<file path="config.mk">
export PLATFORM = sky130hd
export DESIGN_NAME = v6_route_walker
export DESIGN_NICKNAME = d
export VERILOG_FILES = /design/src/rtl/v6rw_pkg.sv /design/src/rtl/v6rw_rank.sv /design/src/rtl/v6rw_slot_pick.sv /design/src/rtl/v6_route_walker.sv
export SDC_FILE = /design/constraint.sdc
export NUM_CORES = 1
export LEC_CHECK = 0
export BUFFER_PORTS_ARGS = -buffer_cell sky130_fd_sc_hd__buf_2
export CAP_MARGIN = 5
export CORE_MARGIN = 2
export CORE_UTILIZATION = 57
export CTS_CLUSTER_DIAMETER = 200
export CTS_CLUSTER_SIZE = 8
export DETAILED_ROUTE_END_ITERATION = 8
export PLACE_DENSITY = 0.86
export SLEW_MARGIN = 20
export SYNTH_ARGS = -nofsm -noshare
export SYNTH_HDL_FRONTEND = slang
export SYNTH_SLANG_ARGS = --single-unit
export TNS_END_PERCENT = 20
</file>
<file path="constraint.sdc">
create_clock -name clk -period 16.5 [get_ports clk]
set_input_delay 3.3 -clock clk [delete_from_list [all_inputs] [get_ports clk]]
set_output_delay 3.3 -clock clk [all_outputs]
set_load 0.02 [all_outputs]
</file>
<file path="src/rtl/v6rw_pkg.sv">
`timescale 1ns/1ps
package v6rw_pkg;
    localparam int NHI_W     = 16;
    localparam int HOP_W     = 9;
    localparam int PLEN_W    = 6;
    localparam int L1_IDX_W  = 15;
    localparam int BM_W      = 64;
    localparam int POS_W     = $clog2(BM_W);
    localparam int RANK_W    = POS_W + 1;
    localparam int L1_SLOTS  = 4;
    localparam int LN_SLOTS  = 3;
    localparam int MAX_LEVEL = 4;
    localparam int LVL_W     = 3;
    localparam int KEY_W     = 61;

    typedef enum logic [2:0] {
        S_IDLE, S_L1_READ, S_RESOLVE, S_OVF_READ, S_LN_READ, S_HASH_REQ, S_DONE
    } walk_state_e;

    typedef struct packed {
        logic            is_l1;
        logic [BM_W-1:0] bitmap;
        logic [63:0]     payload;
    } trie_entry_t;

    // index nibble [7:4] and bitmap nibble [3:0] for a deeper level (2..4)
    function automatic logic [7:0] level_nibbles(input logic [23:0] sub,
                                                 input logic [LVL_W-1:0] lvl);
        logic [23:0] t;
        if (lvl < 3'd2) t = sub;
        else            t = sub << (8 * (int'(lvl) - 2));
        return t[23:16];
    endfunction
endpackage

</file>
<file path="src/rtl/v6rw_rank.sv">
`timescale 1ns/1ps
module v6rw_rank #(
    parameter  int W  = 64,
    localparam int PW = $clog2(W),
    localparam int CW = PW + 1
) (
    input  logic [W-1:0]  bits,
    input  logic [PW-1:0] pos,
    output logic [CW-1:0] rank,
    output logic [CW-1:0] total
);
    logic [W-1:0] mask;

    always_comb begin
        mask  = {W{1'b1}} >> (PW'(W - 1) - pos);
        rank  = '0;
        total = '0;
        for (int i = 0; i < W; i++) begin
            rank  = rank  + CW'(bits[i] & mask[i]);
            total = total + CW'(bits[i]);
        end
    end
endmodule

</file>
<file path="src/rtl/v6rw_slot_pick.sv">
`timescale 1ns/1ps
module v6rw_slot_pick import v6rw_pkg::*; #(
    parameter int ADDR_W = 20
) (
    input  trie_entry_t        entry,
    input  logic [RANK_W-1:0]  rank,
    input  logic [RANK_W-1:0]  total,
    output logic               inline_ok,
    output logic [NHI_W-1:0]   slot_word,
    output logic [ADDR_W-1:0]  ovf_addr
);
    logic [1:0]        sel;
    logic [63:0]       shifted;
    logic [ADDR_W-1:0] base;

    always_comb begin
        inline_ok = entry.is_l1 ? (total <= RANK_W'(L1_SLOTS))
                                : (total <= RANK_W'(LN_SLOTS));
        sel       = rank[1:0] - 2'd1;
        shifted   = entry.payload >> {sel, 4'b0000};
        slot_word = shifted[NHI_W-1:0];
        base      = entry.is_l1 ? entry.payload[32 +: ADDR_W]
                                : entry.payload[0 +: ADDR_W];
        ovf_addr  = base + ADDR_W'(rank) - ADDR_W'(1);
    end
endmodule

</file>
<file path="src/rtl/v6_route_walker.sv">
`timescale 1ns/1ps
module v6_route_walker import v6rw_pkg::*; #(
    parameter int ADDR_W = 20,
    parameter int CNT_W  = 4
) (
    input  logic               clk,
    input  logic               rst,
    input  logic               start,
    input  logic [127:0]       dst_addr,
    output logic               busy,
    output logic               done,
    output logic [HOP_W-1:0]   next_hop_id,
    output logic [PLEN_W-1:0]  prefix_len,
    output logic               miss,
    output logic [CNT_W-1:0]   mem_accesses,
    output logic               mem_req,
    output logic [ADDR_W-1:0]  mem_addr,
    input  logic               mem_resp_valid,
    input  logic [127:0]       mem_rdata,
    output logic               hash_req,
    output logic [KEY_W-1:0]   hash_key,
    output logic [14:0]        hash_ptr,
    input  logic               hash_resp_valid,
    input  logic [NHI_W-1:0]   hash_word
);
    localparam logic [ADDR_W-1:0] LN_BASE = ADDR_W'(1) << (ADDR_W - 1);

    walk_state_e        state;
    logic [KEY_W-1:0]   key_q;      // address bits 124:64
    logic [LVL_W-1:0]   level_q;
    trie_entry_t        entry_q;

    logic [RANK_W-1:0]  rank, total;
    logic [POS_W-1:0]   cur_pos;
    logic [7:0]         nib_cur, nib_next;
    logic               inline_ok;
    logic [NHI_W-1:0]   slot_word, cur_word;
    logic [ADDR_W-1:0]  ovf_addr, ln_addr;

    always_comb begin
        nib_cur  = level_nibbles(key_q[39:16], level_q);
        nib_next = level_nibbles(key_q[39:16], LVL_W'(level_q + 3'd1));
        cur_pos  = (level_q == 3'd1) ? key_q[45:40] : {2'b00, nib_cur[3:0]};
        cur_word = (state == S_OVF_READ) ? mem_rdata[NHI_W-1:0] : slot_word;
        ln_addr  = LN_BASE + ADDR_W'({cur_word[14:0], nib_next[7:4]});
    end

    v6rw_rank #(.W(BM_W)) u_rank (
        .bits  (entry_q.bitmap),
        .pos   (cur_pos),
        .rank  (rank),
        .total (total)
    );

    v6rw_slot_pick #(.ADDR_W(ADDR_W)) u_pick (
        .entry     (entry_q),
        .rank      (rank),
        .total     (total),
        .inline_ok (inline_ok),
        .slot_word (slot_word),
        .ovf_addr  (ovf_addr)
    );

    assign busy     = (state != S_IDLE) && (state != S_DONE);
    assign done     = (state == S_DONE);
    assign hash_key = key_q;

    always_ff @(posedge clk) begin
        if (rst) begin
            state        <= S_IDLE;
            key_q        <= '0;
            level_q      <= 3'd1;
            entry_q      <= '0;
            next_hop_id  <= '0;
            prefix_len   <= '0;
            miss         <= 1'b0;
            mem_accesses <= '0;
            mem_req      <= 1'b0;
            mem_addr     <= '0;
            hash_req     <= 1'b0;
            hash_ptr     <= '0;
        end else begin
            mem_req  <= 1'b0;
            hash_req <= 1'b0;
            unique case (state)
                S_IDLE: if (start) begin
                    key_q        <= dst_addr[124:64];
                    level_q      <= 3'd1;
                    next_hop_id  <= '0;
                    prefix_len   <= '0;
                    miss         <= 1'b0;
                    mem_req      <= 1'b1;
                    mem_addr     <= ADDR_W'(dst_addr[124:110]);
                    mem_accesses <= CNT_W'(1);
                    state        <= S_L1_READ;
                end
                S_L1_READ, S_LN_READ: if (mem_resp_valid) begin
                    entry_q.is_l1 <= (state == S_L1_READ);
                    if (state == S_L1_READ) begin
                        entry_q.bitmap  <= mem_rdata[127:64];
                        entry_q.payload <= mem_rdata[63:0];
                    end else begin
                        entry_q.bitmap  <= {48'b0, mem_rdata[63:48]};
                        entry_q.payload <= {16'b0, mem_rdata[47:0]};
                    end
                    state <= S_RESOLVE;
                end
                S_RESOLVE, S_OVF_READ: begin
                    if (state == S_RESOLVE && rank == '0) begin
                        miss  <= 1'b1;
                        state <= S_DONE;
                    end else if (state == S_RESOLVE && !inline_ok) begin
                        mem_req      <= 1'b1;
                        mem_addr     <= ovf_addr;
                        mem_accesses <= mem_accesses + CNT_W'(1);
                        state        <= S_OVF_READ;
                    end else if (state == S_RESOLVE || mem_resp_valid) begin
                        if (!cur_word[15]) begin
                            next_hop_id <= cur_word[14:6];
                            prefix_len  <= cur_word[5:0];
                            state       <= S_DONE;
                        end else if (level_q < LVL_W'(MAX_LEVEL)) begin
                            level_q      <= LVL_W'(level_q + 3'd1);
                            mem_req      <= 1'b1;
                            mem_addr     <= ln_addr;
                            mem_accesses <= mem_accesses + CNT_W'(1);
                            state        <= S_LN_READ;
                        end else begin
                            hash_req <= 1'b1;
                            hash_ptr <= cur_word[14:0];
                            state    <= S_HASH_REQ;
                        end
                    end
                end
                S_HASH_REQ: if (hash_resp_valid) begin
                    if (!hash_word[15]) begin
                        next_hop_id <= hash_word[14:6];
                        prefix_len  <= hash_word[5:0];
                    end else begin
                        miss <= 1'b1;
                    end
                    state <= S_DONE;
                end
                S_DONE:  state <= S_IDLE;
                default: state <= S_IDLE;
            endcase
        end
    end
endmodule

</file>
# Yosys cells after proc, flatten, opt, wreduce, memory -nomap -nowiden
# Index checks and enable logic that the tools add are counted.
# word_totals
ff_bits	253
elab_cells	338
in_bits	277
out_inout_bits	120
# classes
n_mux	65
magnitude_cmp	5
n_reduce_logical	21
shifts	4
n_eq_ne	24
n_addsub	135
n_bitwise	70
# op_table
op	count
7-bit adder	63
7-bit by 1-bit adder with 7-bit output	62
20-bit 2-to-1 mux	8
128-bit 2-to-1 mux	1
1-bit AND	64
64-bit by 6-bit right shift with 16-bit output	1
64-bit by 6-bit right shift with 64-bit output (first input constant)	1
9-bit 2-to-1 mux	7
6-bit 2-to-1 mux	8
20-bit one-hot mux with 2 select lines	1
3-bit 2-to-1 mux	11
24-bit by 32-bit << shifter with 20-bit output	1
24-bit by 32-bit << shifter with 24-bit output	1
9-bit one-hot mux with 3 select lines	1
24-bit 2-to-1 mux	1
4-bit 2-to-1 mux	6
2-bit inequality test (second input constant)	12
20-bit by 19-bit adder with 20-bit output (first input constant)	1
20-bit by 7-bit adder with 20-bit output	1
20-bit by 1-bit subtractor with 20-bit output (second input constant)	1
6-bit one-hot mux with 3 select lines	1
16-bit 2-to-1 mux	1
1-bit 2-to-1 mux	13
3-bit inequality test (second input constant)	4
other kinds (36)	53

# Logic depth before layout (Yosys ltp)
# Gate-level depths: netlist (run 1).
# depth
word_depth	80
ltp_mapped	40
mapped_depth_nobuf	37

# Modules after synthesis
# From an unflattened synthesis (run 1), not the netlist that was laid out.
# hier_totals
cells_unflattened	1890
area_unflattened_um2	16230.6
# by_module_without_submodules
mod	seq_area_each_um2	instances	area_per_inst_um2	cells_per_inst
v6_route_walker	5064.9	1	10581.4	1259
v6rw_rank	0.0	1	3982.6	435
v6rw_slot_pick	0.0	1	1666.6	196

# Worst setup path after synthesis (run 1)
# No wires, ideal clock.
# synth_path
kind	register -> register
startpoint	register level_q[1]
endpoint	register mem_addr[19]
stages_incl_launch_ff	36
path_slack_ps	6532
synth_period_minus_slack_ps	9968
required_ps	16397
setup_ps	103
n_path_buf	4
arrival_time_ps	9864
path_cell_list	dfxtp_1 > clkbuf_1 > inv_1 > ha_1 > nor2b_1 > clkbuf_1 > o31ai_1 > nand2_1 > nor2_1 > nand4_1 > fa_1 > fa_1 > inv_1 > fa_1 > fa_1 > fa_1 > fa_1 > fa_1 > fa_1 > ha_1 > buf_2 > buf_1 > inv_1 > ha_1 > inv_1 > ha_1 > inv_1 > fa_1 > nand2b_1 > a21oi_1 > nor3_1 > nor3_1 > o2111ai_1 > a31oi_1 > nor4b_1 > a2111oi_2
# synth_via
elab_chain_cells	80
elab_cells_between_ends	159
classes_between	add/sub: 71; order compare: 3; eq/ne: 4; shift: 4; mux: 10; bitwise: 64; reduce/logical: 3
# synth_lines
element	line	text
start, declared	v6_route_walker.sv:30	logic [LVL_W-1:0] level_q;
start signal, assigned	v6_route_walker.sv:123	level_q <= LVL_W'(level_q + 3'd1);
3-bit by 2-bit subtractor with 4-bit output	v6rw_pkg.sv:31	else t = sub << (8 * (int'(lvl) - 2));
24-bit by 32-bit << shifter with 20-bit output	v6rw_pkg.sv:31	
20-bit 2-to-1 mux	v6rw_pkg.sv:30	if (lvl < 3'd2) t = sub;
6-bit 2-to-1 mux	v6_route_walker.sv:43	cur_pos = (level_q == 3'd1) ? key_q[45:40] : {2'b00, nib_cur[3:0]};
6-bit subtractor	v6rw_rank.sv:15	mask = {W{1'b1}} >> (PW'(W - 1) - pos);
64-bit by 6-bit right shift with 64-bit output	v6rw_rank.sv:15	
1-bit AND	v6rw_rank.sv:19	rank = rank + CW'(bits[i] & mask[i]);
7-bit adder (63 in series)	v6rw_rank.sv:19	
(+2 left out)	--	
16-bit 2-to-1 mux	v6_route_walker.sv:44	cur_word = (state == S_OVF_READ) ? mem_rdata[NHI_W-1:0] : slot_word;
20-bit by 19-bit adder with 20-bit output	v6_route_walker.sv:45	ln_addr = LN_BASE + ADDR_W'({cur_word[14:0], nib_next[7:4]});
20-bit 2-to-1 mux	v6_route_walker.sv:122	end else if (level_q < LVL_W'(MAX_LEVEL)) begin
20-bit 2-to-1 mux	v6_route_walker.sv:118	if (!cur_word[15]) begin
20-bit 2-to-1 mux	v6_route_walker.sv:117	end else if (state == S_RESOLVE || mem_resp_valid) begin
20-bit 2-to-1 mux	v6_route_walker.sv:112	end else if (state == S_RESOLVE && !inline_ok) begin
20-bit 2-to-1 mux	v6_route_walker.sv:109	if (state == S_RESOLVE && rank == '0) begin
20-bit one-hot mux with 2 select lines	v6_route_walker.sv:85	unique case (state)
end signal, assigned	v6_route_walker.sv:93	mem_addr <= ADDR_W'(dst_addr[124:110]);
end signal, assigned	v6_route_walker.sv:114	mem_addr <= ovf_addr;
end signal, assigned	v6_route_walker.sv:125	mem_addr <= ln_addr;
end, declared	v6_route_walker.sv:17	output logic [ADDR_W-1:0] mem_addr,
# Several ways; a longest one is shown, not always the timed one. The select of a mux whose other input is x is not followed.
# A chain may end at the register's enable or synchronous reset.

# Worst setup path after layout (run 1)
# layout_path
startpoint	register level_q[0]
endpoint	register mem_addr[14]
# Same word-level chain as after synthesis.

==> results.ini, run 1 <==
[run_status]
status = completed

[placement]
dp_slack_ns = 4.66
globalplace.congestion = 0.979
hpwlAfterDp_um = 35600
place_area_um2 = 17200
portBuffers = 329
place_inst = 2411

[global_route]
first_global_vias = 14200
grt_pass1_wl_um = 74700
overflow = 0
antenna_found_initial = 1
grt_max_degree = 114
grt_usage_pct = 33.2

[detailed_routing]
drt-total-wl_um = 47300
drc = 0
vias = 14300
viasPerCell = 5.85
drt_iter0_drc = 1237
wl_per_cell_um = 19.3
detail-route-antenna-nets = 0
firstDrtPassIters = 8

[floorplanning]
die-area_um2 = 28500
top_level_ports = 397
die_h_um = 169
die_x_um = 169
fp.coreArea_um2 = 26800
rows = 60
initial_core_util_pct = 57.8

[clock_tree]
cts.path.max_buffers = 3
cts_setup_buffers = 0
cts_root_buf = clkbuf_16
clock-sinks = 253
tritoncts = yes
clk_pin_slew_worst_paths_ns = 0.05
clkLatencyLatePin_ns = 0.52
hold_buffers = 0
cts_buffers = 37
htreeDepth = 2
cts.repair.resized = 0

[power]
p_leak_nw = 8.15
p_int_mw = 2.46
ir_drop_mv = 0.271
p_sw_share_pct = 49.1
p_switching_mw = 2.37
clkPwrFrac_pct = 13.7
power_density_nw_per_um2 = 265
power_frac_seq_pct = 18.0
p_comb_share_pct = 68.3
finalPower_mw = 4.82

[critical_path]
crit_path_frequent_cell = fa_1
startpoint = level_q[0]
setup.worst_path.class = reg -> reg
critPathCaptureType = flip-flop
path_max_fanout = 24
cpLargestDelayFamily = adder cells
reg2reg_from = level_q[0]
required_ns = 16.89
max_stage_delay_ns = 0.87
cp_num_buf_inv = 4
startpoint_type = flip-flop
cpMaxStageDelayCell = o211ai_2
arrival_ns = 12.03

[sta]
rsz0062_at_grt = false
slew_headroom_pct = 21.3
fmax_mhz = 85.9
clock_skew_ns = 0.0141
setup_tns_ns = 0
holdWs_ns = 0.451
slew_viol_final = 0
tightest_slew_ns = 1.18
hold_viol_final = 0
finalSetupViolations = 0
min_period_over_period_pct = 70.6
period_minus_slack_ns = 11.64
fin_ws_ns = 4.86

[cells_and_area]
n_antenna_cell = 0
final_cell_area_um2 = 18200
final_util_pct = 68.0
area_growth_pct = 17.6
layout.nets = 2557
drive_above_1_share_pct = 19.8
final_cell_count_no_fill = 2452
n_fill_cell = 2103

[synthesis]
synth_top_area_share_pct = 32.7
synth_nets = 2296
synthAdderAreaFrac_pct = 19.1
yosysUniqueCellTypes = 64
synthXorXnorAreaFrac_pct = 1.13
syn_area_per_cell_um2 = 8.38
yosysTopAreaCell = dfxtp_1
synth-edff-count = 0
synth-compound-area-share_pct = 17.6
yosysSeqAreaShare_pct = 32.7
muxShareOfSynthArea_pct = 6.34
yosys.area_share.simple_pct = 15.8
synth_top_family_by_area = adder cells
ys_ff_latch = 253
netlist_area_um2 = 15500
yosys_most_used_dff = dfxtp_1
synthTopCellsByArea = dfxtp_1 (33%), fa_1 (14%), nand2_1 (7.0%), a21oi_1 (6.3%), ha_1 (5.0%)
syn-instance-count = 1848
ys_async_sr_fraction_pct = 0
ys_warn_count = 0

[job]
maxCapViolCount = 0

[min_path]
min_path_type = reg -> reg
min-delay-start = hash_key[0]

## power by group through the flow
stage                     clock network, mW  logic, mW  registers [mW]
after CTS                             0.668       3.26           0.864
after detailed placement                  0       3.21           0.873
after global placement                    0       3.13           0.866
final                                 0.663       3.29           0.867
after global routing                  0.693       3.65           0.882
after floorplan                           0       2.35           0.901
## Yosys cell counts (8+ instances only)
master,number
o211ai_1,10
o21a_1,8
clkbuf_1,105
dfxtp_1,253
nand3_1,24
inv_1,177
nor3_1,13
mux2i_1,61
nor2b_1,10
ha_1,62
o21ai_0,42
a22oi_1,65
a211oi_1,47
nand2_1,290
and3_1,9
a21boi_0,9
mux4_2,16
fa_1,109
nor2_1,199
xnor2_1,14
a21o_1,8
buf_2,10
a21oi_1,194
## worst paths after layout
kind | depth (start not counted) | endpoint | slack (ns)
setup / recovery | 26 | mem_addr[14] | 4.86
setup reg to reg | 26 | mem_addr[14] | 4.86
hold / removal | 2 | hash_key[0] | 0.45
hold reg to reg | 2 | hash_key[0] | 0.45
## registers in the layout (all words and copies together), names as in the netlist
signal	flops
hash_key	61
entry_q	129
miss	1
mem_addr	20
mem_accesses	4
state	3
hash_ptr	15
level_q	3
next_hop_id	9
hash_req	1
prefix_len	6
mem_req	1
## area by class of cell
cell class / instances / area, um2 / area share [%]
clock buffers: 37 / 926 / 5.08
clock inverters: 4 / 42.5 / 0.234
inverters: 177 / 664 / 3.65
multi-input cells: 1297 / 9330 / 51.2
flip-flops and latches: 253 / 5060 / 27.8
well taps: 341 / 427 / 2.34
repair buffers: 343 / 1760 / 9.67
## metal layers
layer | routed length (um) | part of all wire [%] | vias up | global-route usage [%]
met5 | 0 | 0 | - | 0
met4 | 2280 | 4.8 | 0 | 15.3
met3 | 3790 | 8.0 | 141 | 5.80
met2 | 22600 | 48 | 677 | 55.5
met1 | 18600 | 39 | 6807 | 42.0
li1 | - | - | 6714 | -
## worst min-delay path, cell delays in order (launching register included)
cell and delay (ns):
dfxtp_1 0.30, nand2_1 0.05, a21oi_1 0.05
## cell families (layout without fill, tap and decap cells)
group                    count (synthesis)  count (layout)
AND/OR/NAND/NOR                        592             592
AO/OA/AOI/OAI                          436             436
buffers and inverters                  298             561
flip-flops                             253             253
adder cells (fa/ha/maj)                171             171
multiplexers                            78              78
XOR/XNOR                                20              20
## placed cells by master (no fill, tap or decap), types with 5 or more instances in the layout
cell type  Yosys  routed
a211oi_1      47      47
a21boi_0       9       9
a21o_1         8       8
a21oi_1      194     194
a22oi_1       65      65
a31oi_1        7       7
and2_1         6       5
and3_1         9       8
buf_2         10     328
buf_4          0      13
clkbuf_16      0      37
dfxtp_1      253     253
fa_1         109     109
ha_1          62      61
inv_1        177     177
mux2i_1       61      61
mux4_2        16      16
nand2_1      290     290
nand2b_1       7       7
nand3_1       24      23
nand3b_1       5       5
nand4_1        5       5
nor2_1       199     199
nor2b_1       10      10
nor3_1        13      11
o211ai_1      10      10
o21a_1         8       8
o21ai_0       42      42
o22ai_1        6       6
or2_2          5       5
or3_1          7       6
xnor2_1       14      14
xor2_1         6       6
No activity file was read; power rests on OpenSTA's default activity.
==> run 2, diff against run 1 <==
--- a/config.mk
+++ b/config.mk
@@ -8,11 +8,11 @@
 export BUFFER_PORTS_ARGS = -buffer_cell sky130_fd_sc_hd__buf_2
 export CAP_MARGIN = 5
 export CORE_MARGIN = 2
-export CORE_UTILIZATION = 57
+export CORE_UTILIZATION = 54
 export CTS_CLUSTER_DIAMETER = 200
 export CTS_CLUSTER_SIZE = 8
 export DETAILED_ROUTE_END_ITERATION = 8
-export PLACE_DENSITY = 0.86
+export PLACE_DENSITY = 0.82
 export SLEW_MARGIN = 20
 export SYNTH_ARGS = -nofsm -noshare
 export SYNTH_HDL_FRONTEND = slang
==> constraint.sdc (replaced) <==
create_clock -name clk -period 12.2 [get_ports clk]
set_input_delay 2.44 -clock clk [delete_from_list [all_inputs] [get_ports clk]]
set_output_delay 2.44 -clock clk [all_outputs]
set_load 0.02 [all_outputs]
==> run 2 against run 1 <==
  * Critical endpoint unchanged
  * Setup slack lost 3.7 ns
  * Highest routed layer unchanged
  * Fmax up 5.1%
  * Sequential share of layout area down 0.14 points
==> results.ini, run 2 (synthesis gave the netlist of run 1 again) <==
[power]
clkPwrFrac_pct = 13.7  ; about the same
p_comb_share_pct = 68.4  ; about the same
p_switching_mw = 3.21  ; +35%
finalPower_mw = 6.55  ; +36%
p_sw_share_pct = 49.0  ; -0.085 points
p_int_mw = 3.34  ; +36%
power_density_nw_per_um2 = 357  ; +35%
ir_drop_mv = 0.408  ; +51%
p_leak_nw = 8.18  ; +0.33%
power_frac_seq_pct = 17.9  ; about the same

[floorplanning]
rows = 62  ; +3.3%
top_level_ports = 397  ; unchanged
initial_core_util_pct = 54.4  ; -3.4 points
die_x_um = 173  ; +2.7%
die_h_um = 173  ; +2.7%
die-area_um2 = 30100  ; +5.4%
fp.coreArea_um2 = 28500  ; +6.2%

[global_route]
grt_pass1_wl_um = 74300  ; -0.59%
grt_max_degree = 114  ; unchanged
first_global_vias = 13900  ; -2.4%
antenna_found_initial = 0  ; -1
grt_usage_pct = 31.1  ; -2.1 points
overflow = 0  ; unchanged

[min_path]
holdPathStages = 2  ; unchanged
min_path_type = reg -> reg
min-delay-start = hash_key[47]
holdPathEnd = hash_key[47]

[cells_and_area]
drive_above_1_share_pct = 19.9  ; +0.15 points
final_common_cell = buf_2
n_antenna_cell = 0  ; unchanged
area_growth_pct = 18.2
regMostFlops = entry_q
layout.nets = 2562  ; +0.20%
final_cell_mix = buf_2 (328), nand2_1 (290), dfxtp_1 (253)
largest_reg_flops = 129  ; unchanged

[clock_tree]
cts.repair.resized = 0  ; unchanged
tritoncts = yes
clkLatencyLatePin_ns = 0.51  ; about the same
cts_root_buf = clkbuf_16
clk_pin_slew_worst_paths_ns = 0.05  ; about the same
cts_buffers = 37  ; unchanged
htreeDepth = 2  ; unchanged
cts.path.max_buffers = 3  ; unchanged
clock-sinks = 253  ; unchanged
hold_buffers = 0  ; unchanged
cts_setup_buffers = 0  ; unchanged

[detailed_routing]
firstDrtPassIters = 5  ; -3
drt_iter0_drc = 1303  ; +5.3%
drt-total-wl_um = 47400  ; +0.35%
viasPerCell = 5.76  ; -1.4%
detail-route-antenna-nets = 0  ; unchanged
wl_per_cell_um = 19.0  ; -1.5%
vias = 14400  ; +0.44%
drc = 0  ; unchanged

[critical_path]
reg2reg_depth = 27  ; +3.8%
startpoint_type = flip-flop
max_stage_delay_ns = 0.89  ; +0.02 ns
reg2reg_slack_ns = 1.12  ; -3.73 ns
critPathCaptureType = flip-flop
required_ns = 12.56  ; -4.33 ns
setup.worst_path.class = reg -> reg
arrival_ns = 11.44  ; -0.59 ns
crit_path_frequent_cell = fa_1
reg2reg_from = level_q[0]
cp_num_buf_inv = 3  ; -1
r2r-end = mem_addr[14]
cpMaxStageDelayCell = o211ai_2
cpLargestDelayFamily = adder cells
path_max_fanout = 24  ; unchanged

[sta]
finalSetupViolations = 0  ; unchanged
fmax_mhz = 90.3  ; +5.1%
clock_skew_ns = 0.0149  ; +0.000775 ns
tightest_slew_ns = 1.02  ; -0.160 ns
slew_headroom_pct = 31.9  ; +11 points
min_period_over_period_pct = 90.8  ; +20 points
hold_viol_final = 0  ; unchanged
period_minus_slack_ns = 11.08  ; -0.566 ns
slew_viol_final = 0  ; unchanged
fin_ws_ns = 1.12  ; -3.73 ns
setup_tns_ns = 0  ; unchanged
rsz0062_at_grt = false

[run_status]
status = completed

[placement]
hpwlAfterDp_um = 35600  ; about the same
portBuffers = 329  ; unchanged
globalplace.congestion = 0.978  ; about the same
dp_slack_ns = 1.32  ; -3.34 ns

[job]
maxCapViolCount = 0  ; unchanged

[run 2: through the flow]
stage | utilization (%) | std cells | area [um2] | hold slack (ns)
6_report | 64.3 | 2499 | 18300 | 0.449
5_1_grt | 64.3 | 2499 | 18300 | 0.472
4_1_cts | 64.3 | 2499 | 18300 | 0.451
3_5_place_dp | 60.9 | 2459 | 17300 | 0.445
3_3_place_gp | 60.9 | 2459 | 17300 | 0.439
2_1_floorplan | - | 1848 | 15500 | 0.433
[run 2: tightest hold or removal path: cells and delay by family (launching register included)]
| kind | cells | cell delay (ns) |
|---|---|---|
| DFF | 1 | 0.30 |
| and+or+nand+nor | 1 | 0.05 |
| AOI/OAI and AO/OA | 1 | 0.05 |
[run 2: worst max path at each step]
| stage | startpoint | endpoint | slack [ns] | depth (start not counted) |
|---|---|---|---|---|
| after global routing | level_q[0] | mem_addr[14] | 0.43 | 27 |
| after detailed placement | level_q[0] | mem_addr[14] | 1.32 | 27 |
| after CTS | level_q[0] | mem_addr[14] | 1.27 | 27 |
| final | level_q[0] | mem_addr[14] | 1.12 | 27 |
| after floorplan | level_q[1] | mem_addr[19] | 2.23 | 35 |
| after global placement | level_q[0] | mem_addr[14] | 1.42 | 29 |
[run 2: power groups by stage]
stage	registers, mW	logic, mW	clock network [mW]
after floorplan	1.22	3.18	0
after global placement	1.17	4.23	0
after detailed placement	1.18	4.38	0
after CTS	1.17	4.44	0.909
after global routing	1.19	4.96	0.945
final	1.17	4.48	0.897
[run 2: layout make-up]
cell class                      count  area [um2]
Fill cell                        2478       10200
Timing Repair Buffer              348        1800
Inverter                          177         664
Clock buffer                       38         951
Sequential cell                   253        5060
Clock inverter                      2        21.3
Multi-Input combinational cell   1297        9330
Tap cell                          384         480
[run 2: routing by layer]
layer | vias to the layer above | track usage [%] | wire [um]
met2 | 680 | 51.4 | 22600
met3 | 135 | 5.37 | 3600
li1 | 6727 | - | -
met4 | 0 | 13.4 | 2130
met1 | 6860 | 40.2 | 19100
met5 | - | 0 | 0
==> run 3, diff against run 2 <==
--- a/config.mk
+++ b/config.mk
@@ -8,11 +8,12 @@
 export BUFFER_PORTS_ARGS = -buffer_cell sky130_fd_sc_hd__buf_2
 export CAP_MARGIN = 5
 export CORE_MARGIN = 2
-export CORE_UTILIZATION = 54
+export CORE_UTILIZATION = 56
+export CTS_BUF_LIST = sky130_fd_sc_hd__clkbuf_8
 export CTS_CLUSTER_DIAMETER = 200
 export CTS_CLUSTER_SIZE = 8
 export DETAILED_ROUTE_END_ITERATION = 8
-export PLACE_DENSITY = 0.82
+export PLACE_DENSITY = 0.85
 export SLEW_MARGIN = 20
 export SYNTH_ARGS = -nofsm -noshare
 export SYNTH_HDL_FRONTEND = slang
==> run 3 against run 2 <==
  * Count of clock-buffer cells in the layout unchanged
  * Total power decreased by 5.2%
  * Combinational power decreased by 0.9%
  * Hold slack improved by 0.0041 ns
  * Via count decreased by 1.2%
  * Cell count decreased by 1.5%
  * Clock power decreased by 33%
  * Wire length decreased by 2.5%
  * First-iteration DRC count decreased by 4.2%
  * Fmax increased by 0.49%
==> results.ini, run 3 (synthesis gave the netlist of run 1 again) <==
[critical_path]
max_stage_delay_ns = 0.60  ; -0.29 ns
crit_path_frequent_cell = fa_1
startpoint_type = flip-flop
cpLargestDelayFamily = adder cells
arrival_ns = 11.45  ; about the same
setup.worst_path.class = reg -> reg
path_max_fanout = 15  ; -38%
required_ns = 12.62  ; +0.06 ns
critPathCaptureType = flip-flop
cp_num_buf_inv = 4  ; +1
cpMaxStageDelayCell = dfxtp_1

[clock_tree]
cts.repair.resized = 0  ; unchanged
cts_setup_buffers = 0  ; unchanged
clock-sinks = 253  ; unchanged
cts_buffers = 37  ; unchanged
cts.path.max_buffers = 3  ; unchanged
tritoncts = yes
htreeDepth = 2  ; unchanged
clk_pin_slew_worst_paths_ns = 0.07  ; +0.02 ns
cts_root_buf = clkbuf_8
clkLatencyLatePin_ns = 0.56  ; +0.05 ns
hold_buffers = 0  ; unchanged

[power]
p_comb_share_pct = 71.6  ; +3.2 points
p_sw_share_pct = 50.3  ; +1.3 points
power_frac_seq_pct = 18.8  ; +0.9 points
ir_drop_mv = 0.350  ; -14%
power_density_nw_per_um2 = 347  ; -2.8%
p_switching_mw = 3.12  ; -2.7%
p_leak_nw = 8.00  ; -2.1%
clkPwrFrac_pct = 9.6  ; -4.1 points
p_int_mw = 3.08  ; -7.7%

[floorplanning]
top_level_ports = 397  ; unchanged
die_h_um = 170  ; -1.8%
rows = 60  ; -3.2%
die-area_um2 = 29000  ; -3.5%
die_x_um = 170  ; -1.8%
fp.coreArea_um2 = 27000  ; -5.1%
initial_core_util_pct = 57.3  ; +2.9 points

[placement]
globalplace.congestion = 0.994  ; +1.6%
hpwlAfterDp_um = 35500  ; -0.30%
portBuffers = 329  ; unchanged
dp_slack_ns = 1.29  ; -0.0285 ns

[sta]
slew_headroom_pct = 31.7  ; -0.27 points
slew_viol_final = 0  ; unchanged
period_minus_slack_ns = 11.02  ; -0.0542 ns
fmax_mhz = 90.7  ; +0.49%
tightest_slew_ns = 1.02  ; +0.00699 ns
min_period_over_period_pct = 90.4  ; -0.44 points
setup_tns_ns = 0  ; unchanged
finalSetupViolations = 0  ; unchanged
rsz0062_at_grt = false
clock_skew_ns = 0.0281  ; +0.0132 ns
fin_ws_ns = 1.18  ; +0.0542 ns
hold_viol_final = 0  ; unchanged

[detailed_routing]
drc = 0  ; unchanged
top_layer = met4
vias = 14200  ; -1.2%
dr_wl_met3_um = 3580  ; -0.44%
wl_per_cell_um = 18.8  ; -1.0%
firstDrtPassIters = 6  ; +1
detail-route-antenna-nets = 0  ; unchanged
drt_iter0_drc = 1248  ; -4.2%
viasPerCell = 5.78  ; +0.35%
met1_length_um = 18500  ; -3.0%
met2_length_um = 22000  ; -2.4%
drt-total-wl_um = 46200  ; -2.5%

[cells_and_area]
final_cell_mix = buf_2 (328), nand2_1 (290), dfxtp_1 (253)
drive_above_1_share_pct = 20.0  ; +0.10 points
regMostFlops = entry_q
area_growth_pct = 15.3
largest_reg_flops = 129  ; unchanged
final_common_cell = buf_2
layout.nets = 2565  ; +0.12%

[run_status]
status = completed

[min_path]
min_path_type = reg -> reg

[job]
maxCapViolCount = 0  ; unchanged

[global_route]
first_global_vias = 13700  ; -1.4%
overflow = 0  ; unchanged
grt_usage_pct = 31.7  ; +0.67 points
grt_pass1_wl_um = 72100  ; -3.0%
grt_max_degree = 114  ; unchanged
antenna_found_initial = 1  ; +1

-- run 3: power by group through the flow --
stage / Sequential (mW) / Combinational, mW / Clock, mW
4_1_cts: 1.16 / 4.43 / 0.604
6_report: 1.17 / 4.44 / 0.598
3_5_place_dp: 1.18 / 4.37 / 0
2_1_floorplan: 1.22 / 3.18 / 0
5_1_grt: 1.19 / 4.90 / 0.636
3_3_place_gp: 1.17 / 4.24 / 0
-- run 3: worst paths after layout --
check	startpoint	end	slack (ns)	depth (start not counted)
min	hash_key[60]	hash_key[60]	0.45	2
min reg2reg	hash_key[60]	hash_key[60]	0.45	2
max	level_q[0]	mem_addr[10]	1.18	33
max reg2reg	level_q[0]	mem_addr[10]	1.18	33
-- run 3: metal layers --
layer | global-route usage (%) | up-vias
met5 | 0 | -
met4 | 14.3 | 0
met3 | 5.93 | 137
met2 | 53.0 | 647
met1 | 40.1 | 6723
li1 | - | 6726
-- run 3: tightest hold or removal path, delay by kind of cell (launching register included) --
kind | cells | cell delay [ns]
AO/OA/AOI/OAI | 1 | 0.05
flip-flops | 1 | 0.31
AND/OR/NAND/NOR | 1 | 0.05
-- run 3: area by class of cell --
| class | count | area [um2] |
|---|---|---|
| inverters | 177 | 664 |
| diodes | 1 | 2.50 |
| flip-flops and latches | 253 | 5060 |
| well taps | 341 | 427 |
| repair buffers | 351 | 1830 |
| clock buffers | 38 | 523 |
| fillers | 2305 | 9160 |
| clock inverters | 3 | 25.0 |
| multi-input cells | 1297 | 9330 |
-- run 3: stage by stage --
| stage | hold slack [ns] | instance area [um2] | cells | util, % | total power, mW |
|---|---|---|---|---|---|
| after floorplan | 0.433 | 15500 | 1848 | - | 4.40 |
| after global placement | 0.439 | 17300 | 2418 | 64.0 | 5.41 |
| after detailed placement | 0.445 | 17300 | 2418 | 64.0 | 5.55 |
| after CTS | 0.454 | 17800 | 2459 | 66.0 | 6.20 |
| after global routing | 0.473 | 17900 | 2460 | 66.1 | 6.73 |
| final | 0.453 | 17900 | 2461 | 66.1 | 6.20 |
